**src/rtl/tbg_pkg.sv**
```systemverilog
package tbg_pkg;

  typedef enum logic [1:0] {
    SRC_EXT  = 2'd0,
    SRC_FREE = 2'd1,
    SRC_SOFT = 2'd2
  } src_e;

  localparam int CTRL_INT_BIT   = 0;
  localparam int CTRL_TIMER_BIT = 1;
  localparam int CTRL_FIRE_BIT  = 2;
  localparam int CTRL_FLAG_BIT  = 3;

  localparam int ADDR_CTRL   = 0;
  localparam int ADDR_PERIOD = 1;

  // Source decode: the timer choice only counts once the origin is internal.
  function automatic src_e pick_src(input logic internal_sel, input logic timer_sel);
    if (!internal_sel) return SRC_EXT;
    return timer_sel ? SRC_FREE : SRC_SOFT;
  endfunction

  // Effective interval length: shorter values are raised to two cycles.
  function automatic logic [31:0] eff_len(input logic [31:0] p);
    return (p < 32'd2) ? 32'd2 : p;
  endfunction

endpackage

```
**src/rtl/tbg_regs.sv**
```systemverilog
module tbg_regs #(
  parameter int          PERIOD_W   = 27,
  parameter int          ADDR_W     = 2,
  parameter int unsigned PERIOD_RST = 32'h04A28600
) (
  input  logic                clk,
  input  logic                rst_n,
  input  logic                we,
  input  logic [ADDR_W-1:0]   addr,
  input  logic [PERIOD_W-1:0] wdata,
  output logic [PERIOD_W-1:0] rdata,
  input  logic                evt_in,
  output logic                src_int,
  output logic                use_timer,
  output logic [PERIOD_W-1:0] period,
  output logic                fire_q,
  output logic                reload,
  output logic                sticky
);
  import tbg_pkg::*;

  logic ctrl_wr, period_wr;

  assign ctrl_wr   = we && (addr == ADDR_W'(ADDR_CTRL));
  assign period_wr = we && (addr == ADDR_W'(ADDR_PERIOD));
  assign reload    = ctrl_wr || period_wr;

  always_ff @(posedge clk or negedge rst_n) begin
    if (!rst_n) begin
      src_int   <= 1'b0;
      use_timer <= 1'b0;
      period    <= PERIOD_W'(PERIOD_RST);
      fire_q    <= 1'b0;
      sticky    <= 1'b0;
    end else begin
      fire_q <= ctrl_wr && wdata[CTRL_FIRE_BIT];
      if (ctrl_wr) begin
        src_int   <= wdata[CTRL_INT_BIT];
        use_timer <= wdata[CTRL_TIMER_BIT];
      end
      if (period_wr) period <= wdata;
      if (evt_in)                              sticky <= 1'b1;
      else if (ctrl_wr && wdata[CTRL_FLAG_BIT]) sticky <= 1'b0;
    end
  end

  always_comb begin
    rdata = '0;
    if (addr == ADDR_W'(ADDR_CTRL)) begin
      rdata[CTRL_INT_BIT]   = src_int;
      rdata[CTRL_TIMER_BIT] = use_timer;
      rdata[CTRL_FLAG_BIT]  = sticky;
    end else if (addr == ADDR_W'(ADDR_PERIOD)) begin
      rdata = period;
    end
  end

  AST_STICKY_SET: assert property (@(posedge clk) disable iff (!rst_n) evt_in |=> sticky);

endmodule

```
**src/rtl/tbg_ext_sync.sv**
```systemverilog
module tbg_ext_sync #(
  parameter int STAGES = 2
) (
  input  logic clk,
  input  logic rst_n,
  input  logic async_in,
  output logic rise
);
  logic [STAGES-1:0] chain;
  logic              last_q;

  generate
    for (genvar i = 0; i < STAGES; i++) begin : g_stage
      if (i == 0) begin : g_first
        always_ff @(posedge clk or negedge rst_n)
          if (!rst_n) chain[0] <= 1'b0;
          else        chain[0] <= async_in;
      end else begin : g_next
        always_ff @(posedge clk or negedge rst_n)
          if (!rst_n) chain[i] <= 1'b0;
          else        chain[i] <= chain[i-1];
      end
    end
  endgenerate

  always_ff @(posedge clk or negedge rst_n)
    if (!rst_n) last_q <= 1'b0;
    else        last_q <= chain[STAGES-1];

  assign rise = chain[STAGES-1] && !last_q;

  AST_RISE_SINGLE: assert property (@(posedge clk) disable iff (!rst_n) rise |=> !rise);

endmodule

```
**src/rtl/tbg_interval.sv**
```systemverilog
module tbg_interval #(
  parameter int PERIOD_W = 27
) (
  input  logic                clk,
  input  logic                rst_n,
  input  logic                run,
  input  logic                reload,
  input  logic [PERIOD_W-1:0] period,
  output logic                expire
);
  import tbg_pkg::*;

  logic [PERIOD_W-1:0] cnt;
  logic [31:0]         last_val;
  logic                at_end;

  assign last_val = eff_len(32'(period)) - 32'd1;
  assign at_end   = 32'(cnt) >= last_val;
  assign expire   = run && !reload && at_end;

  always_ff @(posedge clk or negedge rst_n) begin
    if (!rst_n)                  cnt <= '0;
    else if (reload || !run)     cnt <= '0;
    else if (at_end)             cnt <= '0;
    else                         cnt <= cnt + 1'b1;
  end

  AST_CNT_BOUND: assert property (@(posedge clk) disable iff (!rst_n) 32'(cnt) <= eff_len(32'(period)) - 32'd1 || $past(reload));
  AST_RELOAD_ZERO: assert property (@(posedge clk) disable iff (!rst_n) reload |=> cnt == '0);

endmodule

```
**src/rtl/tbg_stretch.sv**
```systemverilog
module tbg_stretch #(
  parameter int STRETCH = 16
) (
  input  logic clk,
  input  logic rst_n,
  input  logic trig,
  output logic pin
);
  localparam int SW = $clog2(STRETCH + 1);

  logic [SW-1:0] left;

  always_ff @(posedge clk or negedge rst_n) begin
    if (!rst_n)             left <= '0;
    else if (trig)          left <= SW'(STRETCH);
    else if (left != '0)    left <= left - 1'b1;
  end

  assign pin = (left != '0);

  AST_PIN_ON_TRIG: assert property (@(posedge clk) disable iff (!rst_n) trig |=> pin);
  AST_PIN_NO_SPUR: assert property (@(posedge clk) disable iff (!rst_n) (!pin && !trig) |=> !pin);

endmodule

```
**src/rtl/tbase_event_gen.sv**
```systemverilog
module tbase_event_gen #(
  parameter int          PERIOD_W    = 27,
  parameter int          ADDR_W      = 2,
  parameter int unsigned PERIOD_RST  = 32'h04A28600,
  parameter int          STRETCH     = 16,
  parameter int          SYNC_STAGES = 2
) (
  input  logic                clk,
  input  logic                rst_n,
  input  logic                reg_we,
  input  logic [ADDR_W-1:0]   reg_addr,
  input  logic [PERIOD_W-1:0] reg_wdata,
  output logic [PERIOD_W-1:0] reg_rdata,
  input  logic                ext_tb_in,
  output logic                tb_event,
  output logic                tb_pin_out
);
  import tbg_pkg::*;

  logic                src_int, use_timer, fire_q, reload, sticky;
  logic [PERIOD_W-1:0] period;
  logic                ext_rise, expire;
  src_e                mode;
  logic                ext_evt, free_evt, soft_evt, int_evt, any_evt;

  tbg_regs #(.PERIOD_W(PERIOD_W), .ADDR_W(ADDR_W), .PERIOD_RST(PERIOD_RST)) regs_i (
    .clk(clk), .rst_n(rst_n), .we(reg_we), .addr(reg_addr), .wdata(reg_wdata),
    .rdata(reg_rdata), .evt_in(tb_event), .src_int(src_int), .use_timer(use_timer),
    .period(period), .fire_q(fire_q), .reload(reload), .sticky(sticky)
  );

  tbg_ext_sync #(.STAGES(SYNC_STAGES)) sync_i (
    .clk(clk), .rst_n(rst_n), .async_in(ext_tb_in), .rise(ext_rise)
  );

  assign mode = pick_src(src_int, use_timer);

  tbg_interval #(.PERIOD_W(PERIOD_W)) ivl_i (
    .clk(clk), .rst_n(rst_n), .run(mode == SRC_FREE), .reload(reload),
    .period(period), .expire(expire)
  );

  assign ext_evt  = (mode == SRC_EXT)  && ext_rise;
  assign free_evt = expire;
  assign soft_evt = (mode == SRC_SOFT) && fire_q;
  assign int_evt  = free_evt || soft_evt;
  assign any_evt  = ext_evt || int_evt;

  always_ff @(posedge clk or negedge rst_n)
    if (!rst_n) tb_event <= 1'b0;
    else        tb_event <= any_evt;

  tbg_stretch #(.STRETCH(STRETCH)) str_i (
    .clk(clk), .rst_n(rst_n), .trig(int_evt), .pin(tb_pin_out)
  );

  AST_ONE_SOURCE: assert property (@(posedge clk) disable iff (!rst_n) $countones({ext_evt, free_evt, soft_evt}) <= 1);
  AST_EVT_FLAGGED: assert property (@(posedge clk) disable iff (!rst_n) tb_event |=> sticky);

endmodule

```
**config.mk**
```make
export PLATFORM = sky130hd
export DESIGN_NAME = tbase_event_gen
export DESIGN_NICKNAME = d
export VERILOG_FILES = /design/src/rtl/tbg_pkg.sv /design/src/rtl/tbg_regs.sv /design/src/rtl/tbg_ext_sync.sv /design/src/rtl/tbg_interval.sv /design/src/rtl/tbg_stretch.sv /design/src/rtl/tbase_event_gen.sv
export SDC_FILE = /design/constraint.sdc
export NUM_CORES = 1
export LEC_CHECK = 0
export BUFFER_PORTS_ARGS = -buffer_cell sky130_fd_sc_hd__buf_4
export CAP_MARGIN = 30
export CORE_MARGIN = 5
export CORE_UTILIZATION = 45
export DETAILED_ROUTE_END_ITERATION = 16
export PLACE_DENSITY_LB_ADDON = 0.05
export REMOVE_ABC_BUFFERS = 1
export SETUP_SLACK_MARGIN = 0.5
export SYNTH_ARGS = -nofsm -noshare
export SYNTH_HDL_FRONTEND = slang
export SYNTH_SLANG_ARGS = --single-unit
```
**constraint.sdc**
```tcl
create_clock -name clk -period 8.3 [get_ports clk]
set_input_delay 0.83 -clock clk [delete_from_list [all_inputs] [get_ports clk]]
set_output_delay 0.83 -clock clk [all_outputs]
set_load 0.01 [all_outputs]
```
==> metrics.csv, run 1 <==
stage,metric,value,unit
cells_and_area,"Area growth, synth to finish",18.1,%
sta,Post-Route Setup TNS,0,ns
grt,global router's overall resource usage,0.189,
cells_and_area,proportion of layout cells with a drive suffix above 1,0.292,
worst_setup_path,setup slack of the most critical reg-to-reg path,2.97,ns
worst_setup_path,"Arr. time, crit path",5.55,ns
floorplanning,floorplan row count,36,
cells_and_area,total inserted antenna cells,0,
clock_network,clock root buffer,clkbuf_8,
synth,post-synthesis share of cell area spent on xor and xnor gates,0.0972,
synth,main flop type after synthesis,dfrtp_1,
placed_design,half-perimeter wire length after placement,8190,µm
sta,final critical path time including I/O delays and setup,5.33,ns
run_status,outcome,completed,
grt,number of antenna violations at the first check in global routing,0,
cells_and_area,multi-input gate area in the final layout,2800,µm²
synth,Cells after Synth,444,
clock_network,buffer count from post-CTS setup fixing,0,
route,average via count per standard cell,5.73,
route,amount of wire on met2 after detailed routing,5540,µm
route,met1 layer wirelength in the final routing,5040,µm
clock_network,count of cells resized by post-cts repair,0,
clock_network,number of hold buffers added after cts,0,
worst_setup_path,category of the most critical setup path,flip-flop to flip-flop,
sta,Max Freq,0.188,GHz
synth,share of cell area taken by muxes after synthesis,0.0776,
worst_setup_path,worst-path fanout max,27,
sta,tightest slew margin relative to the limit,0.438,
synth,combined area of all synthesized cells,4600,µm²
sta,unrepaired setup endpoints after global routing,false,
synth,Post-Synth Simple-Gate Area,0.207,
synth,unique cell type count in the Yosys netlist,53,
placed_design,number of input and output port buffers inserted,61,
synth,Yosys Warn Count,0,
cells_and_area,Layout fillers,882,
route,vias post-DR,3685,
sta,final cycle utilization of the critical path,0.642,
power,maximum VDD drop,0.0000988,V
worst_setup_path,kind of capture point of the worst setup path,flip-flop,
worst_setup_path,CP cell instances,"or4_1, nor4b_2, nand2_1, o31ai_1, ha_1, nand2b_1, nor4_2, and2_1, nand2_1, xor2_1, ha_1, o21ai_0, nand2b_1, a21oi_1, nor2_2, buf_4, a2111oi_0",
cells_and_area,total area of sequential cells,1690,µm²
clock_network,Sink Count,67,
floorplanning,die extent in y,111,µm
grt,grt ovf,0,
synth,syn_area_per_cell,10.4,µm²
sta,hold violation total from the final report,0,
synth,Post-Synth Adder-Cell Area,0.0844,
sta,total count of max-transition violations in the final report,0,
worst_hold_path,path class of the lowest-slack min-delay path,flip-flop to flip-flop,
clock_network,number of CTS-inserted buffers,9,
synth,fraction of registers with async set/reset,1.00,
power,Pleak,0.00225,µW
synth,flip-flop and latch count after synthesis,67,
floorplanning,Initial Util,0.466,
route,top routing layer in use,met4,
route,detailed-router iteration count before antenna repair,4,
sta,final worst clock skew,0.0120,ns
synth,Post-synth EDFFs,0,
clock_network,later-pin clock latency in the skew report,0.35,ns
synth,combinational family with the most area after synthesis,simple AND/OR/NAND/NOR gates,
floorplanning,die boundary width,111,µm
sta,Tightest Pin Transition,0.843,ns
cells_and_area,number of cells in the finished layout apart from fillers,643,
synth,leading cell types by total area after synthesis,"dfrtp_1 33%, ha_1 8.4%, mux2_2 7.1%, a2111oi_2 6.5%, xnor2_1 5.3%",
job,max-capacitance violation count,0,
floorplanning,area of the core,9860,µm²
cells_and_area,number of nets in the layout,569,
grt,wire length of the first global-routing pass,19100,µm
sta,Setup-failing EPs final,0,
placed_design,final weighted congestion in routability-driven placement,0.822,
worst_setup_path,element type at the critical path start,flip-flop,
route,routed length per placed instance,17.5,µm
grt,via count of the first global-routing pass,3810,
route,DR WL met3,453,µm
route,Antenna Nets Post-Route,0,
power,Cell Pwr Density,177,nW/µm²
route,DR iter-0 viols,156,
worst_setup_path,worst path required time,8.52,ns
floorplanning,boundary pin count,62,
clock_network,CTS H-tree depth,3,
worst_setup_path,delay of the slowest critical-path stage,0.66,ns
placed_design,# placed instances,626,
synth,cell type with the highest aggregate area in the netlist,dfrtp_1,
synth,"synthesized-area fraction occupied by ao, oa, aoi and oai cells",0.142,
clock_network,Clock transition at path regs,0.08,ns
clock_network,CTS tree,built,
clock_network,worst-case clock buffer depth,2,
synth,share of the synthesized area in the top cell type,0.327,
worst_setup_path,cell with the largest stage delay on the worst path,or4_1,
floorplanning,area of the die,12300,µm²
route,Remaining DRCs,0,
synth,part of the Yosys area used for sequential elements,0.367,
grt,maximum number of pins on one net before global-route repair,68,
route,sum of routed wire length over all layers,11200,µm
## metrics by stage
stage | hold WS, ns | power, µW | utilization | cell area (µm²) | setup slack (ns)
2_1_floorplan | 0.331 | 561 | - | 4510 | 3.00
3_3_place_gp | 0.334 | 647 | 0.525 | 5180 | 3.21
3_5_place_dp | 0.337 | 654 | 0.527 | 5200 | 2.97
4_1_cts | 0.343 | 972 | 0.550 | 5420 | 2.94
5_1_grt | 0.365 | 1020 | 0.550 | 5430 | 2.41
6_report | 0.341 | 959 | 0.550 | 5430 | 2.97
## cell usage in the layout (no fill, tap or decap), types with 13 or more instances in the layout
cell type   n
dfrtp_1    60
and2_1     26
buf_4      66
nand3_1    17
nand2_1    24
nand4_1    13
xor2_1     23
nor3_1     16
nor2_1     27
xnor2_1    28
mux2_2     29
ha_1       31
a2111oi_2  20
## final timing paths
| path | start | end | depth (start not counted) |
|---|---|---|---|
| worst min register to register | sync_i.chain[0] | sync_i.chain[1] | 0 |
| worst max register to register | regs_i.period[5] | ivl_i.cnt[2] | 17 |
| worst max-delay path | regs_i.period[5] | ivl_i.cnt[2] | 17 |
| min in group asynchronous | rst_n | ivl_i.cnt[22] | 1 |
| worst min-delay path | sync_i.chain[0] | sync_i.chain[1] | 0 |
| max in group asynchronous | rst_n | regs_i.period[4] | 1 |
## Yosys cell counts (6+ instances only)
library cell / count
nand2_1: 24
and2_1: 26
or3_1: 6
nor4_1: 8
a21oi_1: 8
o21ai_0: 6
nand4_1: 13
xnor2_1: 28
ha_1: 31
mux2_2: 29
a21o_1: 6
inv_1: 9
nor3_1: 16
xor2_1: 23
a2111oi_2: 20
dfrtp_1: 60
dfstp_2: 7
nor2_1: 27
a2111oi_0: 8
nand3_1: 17
clkbuf_1: 12
## power breakdown
part           switching [µW]  leakage, µW  total (µW)  internal (µW)
registers                52.1     0.000848         418            366
clock network             127     0.000113         312            185
logic                     118      0.00129         229            111
total                     297      0.00225         959            662
## cells by family after synthesis
| kind of cell | after synthesis |
|---|---|
| flops | 67 |
| mux | 32 |
| compound gates | 68 |
| fa+ha+maj | 31 |
| xor+xnor | 51 |
| simple gates | 168 |
| buf+inv | 27 |
## cell type report
| type | instances | share of cell area |
|---|---|---|
| Multi-Input combinational cell | 350 | 0.516 |
| Timing Repair Buffer | 68 | 0.0950 |
| Clock buffer | 12 | 0.0286 |
| Clock inverter | 4 | 0.0134 |
| Sequential cell | 67 | 0.310 |
| Inverter | 9 | 0.00622 |
| Tap cell | 133 | 0.0307 |
## critical path: cells and delay by family (launching register included)
kind,cells,cell delay (ns)
buffers and inverters,1,0.28
AO/OA/AOI/OAI,4,1.39
XOR/XNOR,1,0.14
adder cells (fa/ha/maj),2,0.52
flip-flops,1,0.44
AND/OR/NAND/NOR,9,2.42
## layer usage
metal | track usage | vias to the layer above
met2 | 0.318 | 69
met5 | 0 | -
met4 | 0.0600 | 0
met1 | 0.243 | 1814
li1 | - | 1785
met3 | 0.0377 | 17
## registers in the layout, summed over array words and instances (netlist names)
name,flops
ivl_i.cnt,27
regs_i.period,27
str_i.left,5
sync_i.chain,2
regs_i.fire_q,1
regs_i.src_int,1
regs_i.sticky,1
regs_i.use_timer,1
sync_i.last_q,1
tb_event,1
Note: power is estimated with default switching activity, not from simulation.
==> run 2, diff against run 1 <==
--- a/config.mk
+++ b/config.mk
@@ -5,6 +5,7 @@
 export SDC_FILE = /design/constraint.sdc
 export NUM_CORES = 1
 export LEC_CHECK = 0
+export ABC_AREA = 1
 export BUFFER_PORTS_ARGS = -buffer_cell sky130_fd_sc_hd__buf_4
 export CAP_MARGIN = 30
 export CORE_MARGIN = 5
==> constraint.sdc (replaced) <==
create_clock -name clk -period 5.43 [get_ports clk]
set_input_delay 0.543 -clock clk [delete_from_list [all_inputs] [get_ports clk]]
set_output_delay 0.543 -clock clk [all_outputs]
set_load 0.01 [all_outputs]
==> metrics.csv, run 2 <==
stage,metric,value,unit,change
run_status,outcome,completed,,
grt,met2 track demand over resource in global routing,0.297,,-0.0210
power,share of power burned in the clock network,0.312,,-0.013
cells_and_area,"Area growth, synth to finish",17.6,%,
grt,global router's overall resource usage,0.187,,-0.00199
clock_network,number of hold buffers added after cts,0,,unchanged
sta,unrepaired setup endpoints after global routing,false,,
synth,combined area of all synthesized cells,4550,µm²,-0.98%
synth,cell type with the highest aggregate area in the netlist,dfrtp_1,,
cells_and_area,total area of sequential cells,1690,µm²,unchanged
synth,top cells by instance count after synthesis,"140 x nand2_1, 87 x nor2_1, 60 x dfrtp_1",,
cells_and_area,total inserted antenna cells,0,,unchanged
cells_and_area,multi-input gate area in the final layout,2560,µm²,-8.5%
power,internal power,980,µW,+48%
placed_design,final weighted congestion in routability-driven placement,0.858,,+4.4%
grt,met1 layer usage reported by global route,0.252,,+0.00873
clock_network,Clock transition at path regs,0.08,ns,about the same
clock_network,clock root buffer,clkbuf_8,,
floorplanning,Initial Util,0.463,,-0.00245
synth,most frequent cell after synthesis,nand2_1,,
route,Remaining DRCs,0,,unchanged
grt,number of antenna violations at the first check in global routing,0,,unchanged
clock_network,worst-case clock buffer depth,2,,unchanged
route,DR iter-0 viols,160,,+2.6%
sta,final worst clock skew,0.00592,ns,-0.00603 ns
clock_network,Sink Count,67,,unchanged
placed_design,number of input and output port buffers inserted,61,,unchanged
worst_setup_path,r2r worst-path depth,24,,+7
grt,GR Util met3,0.0427,,+0.00501
grt,wire length of the first global-routing pass,18800,µm,-1.6%
worst_setup_path,worst path required time,5.70,ns,-2.82 ns
worst_hold_path,path class of the lowest-slack min-delay path,input pin to asynchronous set/reset pin,,
cells_and_area,proportion of layout cells with a drive suffix above 1,0.220,,-0.0718
floorplanning,area of the die,12200,µm²,-0.89%
clock_network,CTS H-tree depth,3,,unchanged
floorplanning,boundary pin count,62,,unchanged
route,sum of routed wire length over all layers,10900,µm,-3.0%
power,Cell Pwr Density,277,nW/µm²,+57%
clock_network,count of cells resized by post-cts repair,0,,unchanged
route,routed length per placed instance,13.6,µm,-22%
cells_and_area,"most common cell after layout, fill and taps aside",nand2_1,,
sta,Max Freq,0.237,GHz,+26%
sta,hold violation total from the final report,0,,unchanged
floorplanning,die extent in y,111,µm,-0.45%
power,switching part of the total power,0.340,,+0.0301
synth,syn_area_per_cell,7.60,µm²,-27%
grt,maximum number of pins on one net before global-route repair,68,,unchanged
floorplanning,die boundary width,111,µm,-0.45%
synth,flip-flop and latch count after synthesis,67,,unchanged
synth,Yosys Warn Count,0,,unchanged
cells_and_area,Layout fillers,944,,+7.0%
route,detailed-router iteration count before antenna repair,4,,unchanged
worst_setup_path,element type at the critical path start,flip-flop,,
route,Antenna Nets Post-Route,0,,unchanged
synth,part of the Yosys area used for sequential elements,0.370,,+0.00363
synth,share of the synthesized area in the top cell type,0.330,,+0.00323
cells_and_area,number of nets in the layout,726,,+28%
synth,main flop type after synthesis,dfrtp_1,,
clock_network,later-pin clock latency in the skew report,0.36,ns,about the same
sta,tightest slew margin relative to the limit,0.323,,-0.115
synth,Post-synth EDFFs,0,,unchanged
synth,unique cell type count in the Yosys netlist,36,,-32%
cells_and_area,registers with the highest flip-flop counts,"ivl_i.cnt (27), regs_i.period (27), str_i.left (5)",,
grt,grt ovf,0,,unchanged
sta,final critical path time including I/O delays and setup,4.22,ns,-1.11 ns
power,Gate power share,0.277,,+0.038
grt,most crowded layer after global routing,met2,,
sta,final cycle utilization of the critical path,0.777,,+0.134
power,maximum VDD drop,0.000300,V,+200%
sta,Setup-failing EPs final,0,,unchanged
route,average via count per standard cell,4.93,,-14%
clock_network,number of CTS-inserted buffers,9,,unchanged
clock_network,CTS tree,built,,
job,max-capacitance violation count,0,,unchanged
cells_and_area,Finished Cell Area,5350,µm²,-1.4%
worst_setup_path,category of the most critical setup path,flip-flop to flip-flop,,
clock_network,buffer count from post-CTS setup fixing,0,,unchanged
synth,fraction of registers with async set/reset,1.00,,unchanged
worst_setup_path,worst-path fanout max,27,,unchanged
floorplanning,floorplan row count,36,,unchanged
floorplanning,area of the core,9820,µm²,-0.46%
sta,Post-Route Setup TNS,0,ns,unchanged
worst_setup_path,kind of capture point of the worst setup path,flip-flop,,
route,vias post-DR,3941,,+6.9%
power,share of power burned in registers,0.411,,-0.025
synth,leading cell types by total area after synthesis,"dfrtp_1 33%, nand2_1 12%, ha_1 8.5%, nor2_1 7.2%, xor2_1 6.2%",,
synth,Cells after Synth,599,,+35%
worst_setup_path,"Arr. time, crit path",4.49,ns,-1.06 ns
sta,Tightest Pin Transition,1.01,ns,+0.170 ns
sta,total count of max-transition violations in the final report,0,,unchanged
grt,via count of the first global-routing pass,3910,,+2.6%
cells_and_area,highest-count cells in the layout ignoring fill and taps,"140 x nand2_1, 86 x nor2_1, 61 x buf_4, 60 x dfrtp_1, 52 x inv_1",,
power,switching power,504,µW,+70%
placed_design,half-perimeter wire length after placement,8590,µm,+4.8%
power,Pleak,0.00251,µW,+11%
placed_design,cell area reported after detailed placement,5130,µm²,-1.2%
## run 2: path summary, 6_finish.rpt
check | from | endpoint | slack [ns]
worst max-delay path | regs_i.period[14] | ivl_i.cnt[4] | 1.21
worst min-delay path | rst_n | ivl_i.cnt[4] | 0.29
worst max register to register | regs_i.period[14] | ivl_i.cnt[4] | 1.21
worst min register to register | sync_i.chain[0] | sync_i.chain[1] | 0.37
max in group asynchronous | rst_n | ivl_i.cnt[26] | 4.57
min in group clk | ext_tb_in | sync_i.chain[0] | 0.29
## run 2: per-layer routing
| metal | vias up | wire length (µm) |
|---|---|---|
| li1 | 2034 | - |
| met1 | 1800 | 5210 |
| met2 | 92 | 4970 |
| met3 | 15 | 519 |
| met4 | 0 | 186 |
| met5 | - | 0 |
## run 2: power by group through the flow
| stage | sequential (µW) | combinational (µW) | clock, µW |
|---|---|---|---|
| finish | 609 | 412 | 463 |
| floorplan | 609 | 290 | 0 |
| detailed placement | 619 | 415 | 0 |
| CTS | 609 | 417 | 479 |
| global route | 617 | 477 | 495 |
| global placement | 618 | 407 | 0 |
## run 2: logic make-up after synthesis
kind of cell | Yosys count | synth area share
AOI/OAI and AO/OA | 56 | 0.0660
buffers and inverters | 79 | 0.0685
and+or+nand+nor | 323 | 0.327
xor gates and xnor gates | 43 | 0.0828
DFF | 67 | 0.370
adders and majority gates | 31 | 0.0852
## run 2: cell type report
class	instances	area share
Tap cell	133	0.0311
Multi-Input combinational cell	453	0.479
Timing Repair Buffer	61	0.0856
Inverter	70	0.0491
Clock inverter	6	0.0168
Clock buffer	10	0.0238
Sequential cell	67	0.315
## run 2: worst max-delay path, cell delays in order (launching register included)
cell	delay (ns)
dfrtp_1	0.36
inv_1	0.16
nand2_1	0.14
nor2_1	0.18
nand2_1	0.08
nor2_1	0.19
nand4_1	0.17
nand2_1	0.13
ha_1	0.27
nand4_4	0.16
or2_4	0.27
nor2_4	0.11
nand3_2	0.11
nor2_4	0.13
nand2_2	0.06
xor2_1	0.12
inv_1	0.06
ha_1	0.27
nand2_1	0.06
nor2_1	0.05
nand4_1	0.08
inv_1	0.05
nand4_1	0.15
nand4_4	0.47
a21oi_1	0.28
## run 2: through the flow
stage | setup slack [ns] | hold slack (ns) | total power [µW] | utilization | cells
2_1_floorplan | 1.80 | 0.247 | 899 | - | 590
3_3_place_gp | 1.38 | 0.344 | 1020 | 0.523 | 784
3_5_place_dp | 1.17 | 0.352 | 1030 | 0.523 | 784
4_1_cts | 1.17 | 0.267 | 1510 | 0.545 | 800
5_1_grt | 0.696 | 0.268 | 1590 | 0.545 | 800
6_report | 1.21 | 0.291 | 1480 | 0.545 | 800
==> run 3, diff against run 2 <==
==> constraint.sdc (replaced) <==
create_clock -name clk -period 3.5 [get_ports clk]
set_input_delay 0.35 -clock clk [delete_from_list [all_inputs] [get_ports clk]]
set_output_delay 0.35 -clock clk [all_outputs]
set_load 0.01 [all_outputs]
==> metrics.csv, run 3 (synthesis results as in run 2) <==
stage,metric,value,unit,change
run_status,outcome,"complete, but fails checks",,
run_status,violations in the final reports,setup timing,,
clock_network,number of hold buffers added after cts,0,,unchanged
grt,global router's overall resource usage,0.197,,+0.0101
worst_setup_path,worst path required time,3.75,ns,-1.95 ns
floorplanning,die boundary width,111,µm,unchanged
floorplanning,area of the die,12200,µm²,unchanged
cells_and_area,total inserted antenna cells,0,,unchanged
placed_design,number of input and output port buffers inserted,61,,unchanged
clock_network,number of CTS-inserted buffers,9,,unchanged
cells_and_area,"Area growth, synth to finish",34.1,%,
grt,maximum number of pins on one net before global-route repair,68,,unchanged
route,detailed-router iteration count before antenna repair,4,,unchanged
cells_and_area,Finished Cell Area,6100,µm²,+14%
floorplanning,boundary pin count,62,,unchanged
worst_setup_path,r2r worst-path depth,25,,+4.2%
clock_network,CTS H-tree depth,3,,unchanged
floorplanning,die extent in y,111,µm,unchanged
job,max-capacitance violation count,0,,unchanged
power,Pleak,0.00294,µW,+17%
sta,Setup-failing EPs final,32,,+32
power,share of power burned in the clock network,0.256,,-0.056
placed_design,# placed instances,838,,+6.9%
clock_network,later-pin clock latency in the skew report,0.36,ns,about the same
worst_hold_path,path class of the lowest-slack min-delay path,input pin to asynchronous set/reset pin,,
route,vias post-DR,4204,,+6.7%
floorplanning,floorplan row count,36,,unchanged
clock_network,clock root buffer,clkbuf_8,,
placed_design,final weighted congestion in routability-driven placement,0.937,,+9.2%
worst_setup_path,kind of capture point of the worst setup path,flip-flop,,
power,maximum VDD drop,0.000358,V,+19%
floorplanning,Initial Util,0.463,,unchanged
cells_and_area,number of cells in the finished layout apart from fillers,880,,+10%
clock_network,CTS tree,built,,
sta,final critical path time including I/O delays and setup,3.65,ns,-0.568 ns
grt,grt ovf,0,,unchanged
cells_and_area,highest-count cells in the layout ignoring fill and taps,"136 x buf_4, 130 x nand2_1, 72 x nor2_1, 60 x dfrtp_1, 50 x inv_1",,
power,Gate power share,0.368,,+0.091
grt,number of antenna violations at the first check in global routing,0,,unchanged
power,internal power,1640,µW,+67%
power,switching part of the total power,0.345,,+0.00489
worst_setup_path,worst-path fanout max,6,,-78%
clock_network,Clock transition at path regs,0.08,ns,about the same
sta,post-route setup slack,-0.150,ns,-1.36 ns
sta,Hold WS,0.0952,ns,-0.195 ns
sta,unrepaired setup endpoints after global routing,true,,
sta,final worst clock skew,0.00781,ns,+0.00189 ns
floorplanning,area of the core,9820,µm²,unchanged
sta,Max Freq,0.274,GHz,+16%
sta,tightest slew margin relative to the limit,0.449,,+0.125
worst_setup_path,element type at the critical path start,flip-flop,,
power,share of power burned in registers,0.375,,-0.036
cells_and_area,"most common cell after layout, fill and taps aside",buf_4,,
grt,via count of the first global-routing pass,4204,,+7.5%
route,Antenna Nets Post-Route,0,,unchanged
worst_setup_path,"Arr. time, crit path",3.90,ns,-0.59 ns
cells_and_area,registers with the highest flip-flop counts,"ivl_i.cnt (27), regs_i.period (27), str_i.left (5)",,
route,routed length per placed instance,13.2,µm,-3.0%
route,average via count per standard cell,4.78,,-3.0%
sta,total count of max-transition violations in the final report,0,,unchanged
worst_setup_path,category of the most critical setup path,flip-flop to flip-flop,,
route,Remaining DRCs,0,,unchanged
grt,wire length of the first global-routing pass,19900,µm,+5.7%
route,DR iter-0 viols,155,,-3.1%
sta,hold violation total from the final report,0,,unchanged
cells_and_area,proportion of layout cells with a drive suffix above 1,0.349,,+0.129
power,Cell Pwr Density,410,nW/µm²,+48%
cells_and_area,number of nets in the layout,806,,+11%
placed_design,cell area reported after detailed placement,5560,µm²,+8.4%
route,sum of routed wire length over all layers,11600,µm,+6.7%
power,switching power,862,µW,+71%
sta,Tightest Pin Transition,0.827,ns,-0.186 ns
clock_network,Sink Count,67,,unchanged
placed_design,half-perimeter wire length after placement,8920,µm,+3.9%
clock_network,worst-case clock buffer depth,2,,unchanged
sta,final cycle utilization of the critical path,1.04,,+0.266
run 3: worst paths after layout:
check | from | slack, ns | to
worst max-delay path | regs_i.period[21] | -0.15 | ivl_i.cnt[9]
worst min-delay path | rst_n | 0.1 | ivl_i.cnt[3]
worst max register to register | regs_i.period[21] | -0.15 | ivl_i.cnt[9]
worst min register to register | sync_i.chain[0] | 0.36 | sync_i.chain[1]
max in group asynchronous | rst_n | 2.87 | regs_i.period[22]
min in group clk | ext_tb_in | 0.10 | sync_i.chain[0]
run 3: timing repair:
item	4_1_cts	5_1_grt
pin swaps	14	19
buffers inserted	22	3
cloned	0	1
resized for setup	19	22
endpoints found under the setup margin	33	33
run 3: layout make-up:
type / instances / area, µm²
multi-input combinational: 453 / 2690
clock buffer: 9 / 124
timing repair buffer: 141 / 1110
sequential: 67 / 1690
inverter: 70 / 263
fill: 929 / 3720
clock inverter: 7 / 68.8
tap: 133 / 166
run 3: worst max-delay path, cell delays in order, from the launching register on:
cell and delay [ns]:
dfstp_2 0.56, inv_2 0.04, nand2_1 0.09, nor2_2 0.05
nand2_2 0.07, nor2_4 0.05, nand4_1 0.11, nand2_2 0.10
buf_4 0.14, buf_4 0.12, buf_4 0.12, buf_4 0.12
buf_4 0.12, buf_4 0.12, buf_4 0.12, buf_4 0.12
buf_4 0.12, buf_4 0.12, buf_4 0.12, ha_1 0.26
nand4_1 0.11, nor2_2 0.12, nand4_1 0.20, nand4_4 0.23
clkbuf_16 0.19, nor2_2 0.03
run 3: layer usage:
| metal | share of wire | global-route usage |
|---|---|---|
| met1 | 0.47 | 0.267 |
| met2 | 0.47 | 0.313 |
| met3 | 0.038 | 0.0416 |
| met4 | 0.020 | 0.0640 |
| met5 | 0 | 0 |
run 3: per-stage QoR:
stage	utilization	TNS (ns)	power, µW	setup slack, ns
after floorplan	-	-2.04	1390	-0.128
after global placement	0.567	-6.28	1730	-0.255
after detailed placement	0.567	-10.04	1750	-0.384
after CTS	0.608	-3.69	2460	-0.136
after global routing	0.622	-12.19	2680	-0.401
final	0.622	-4.10	2500	-0.150
run 3: power by group through the flow:
stage                     Clock (µW)  Combinational [µW]  Sequential, µW
final                            640                 922             939
after global routing             694                1040             950
after CTS                        659                 867             936
after detailed placement           0                 804             948
after global placement             0                 787             947
after floorplan                    0                 450             945
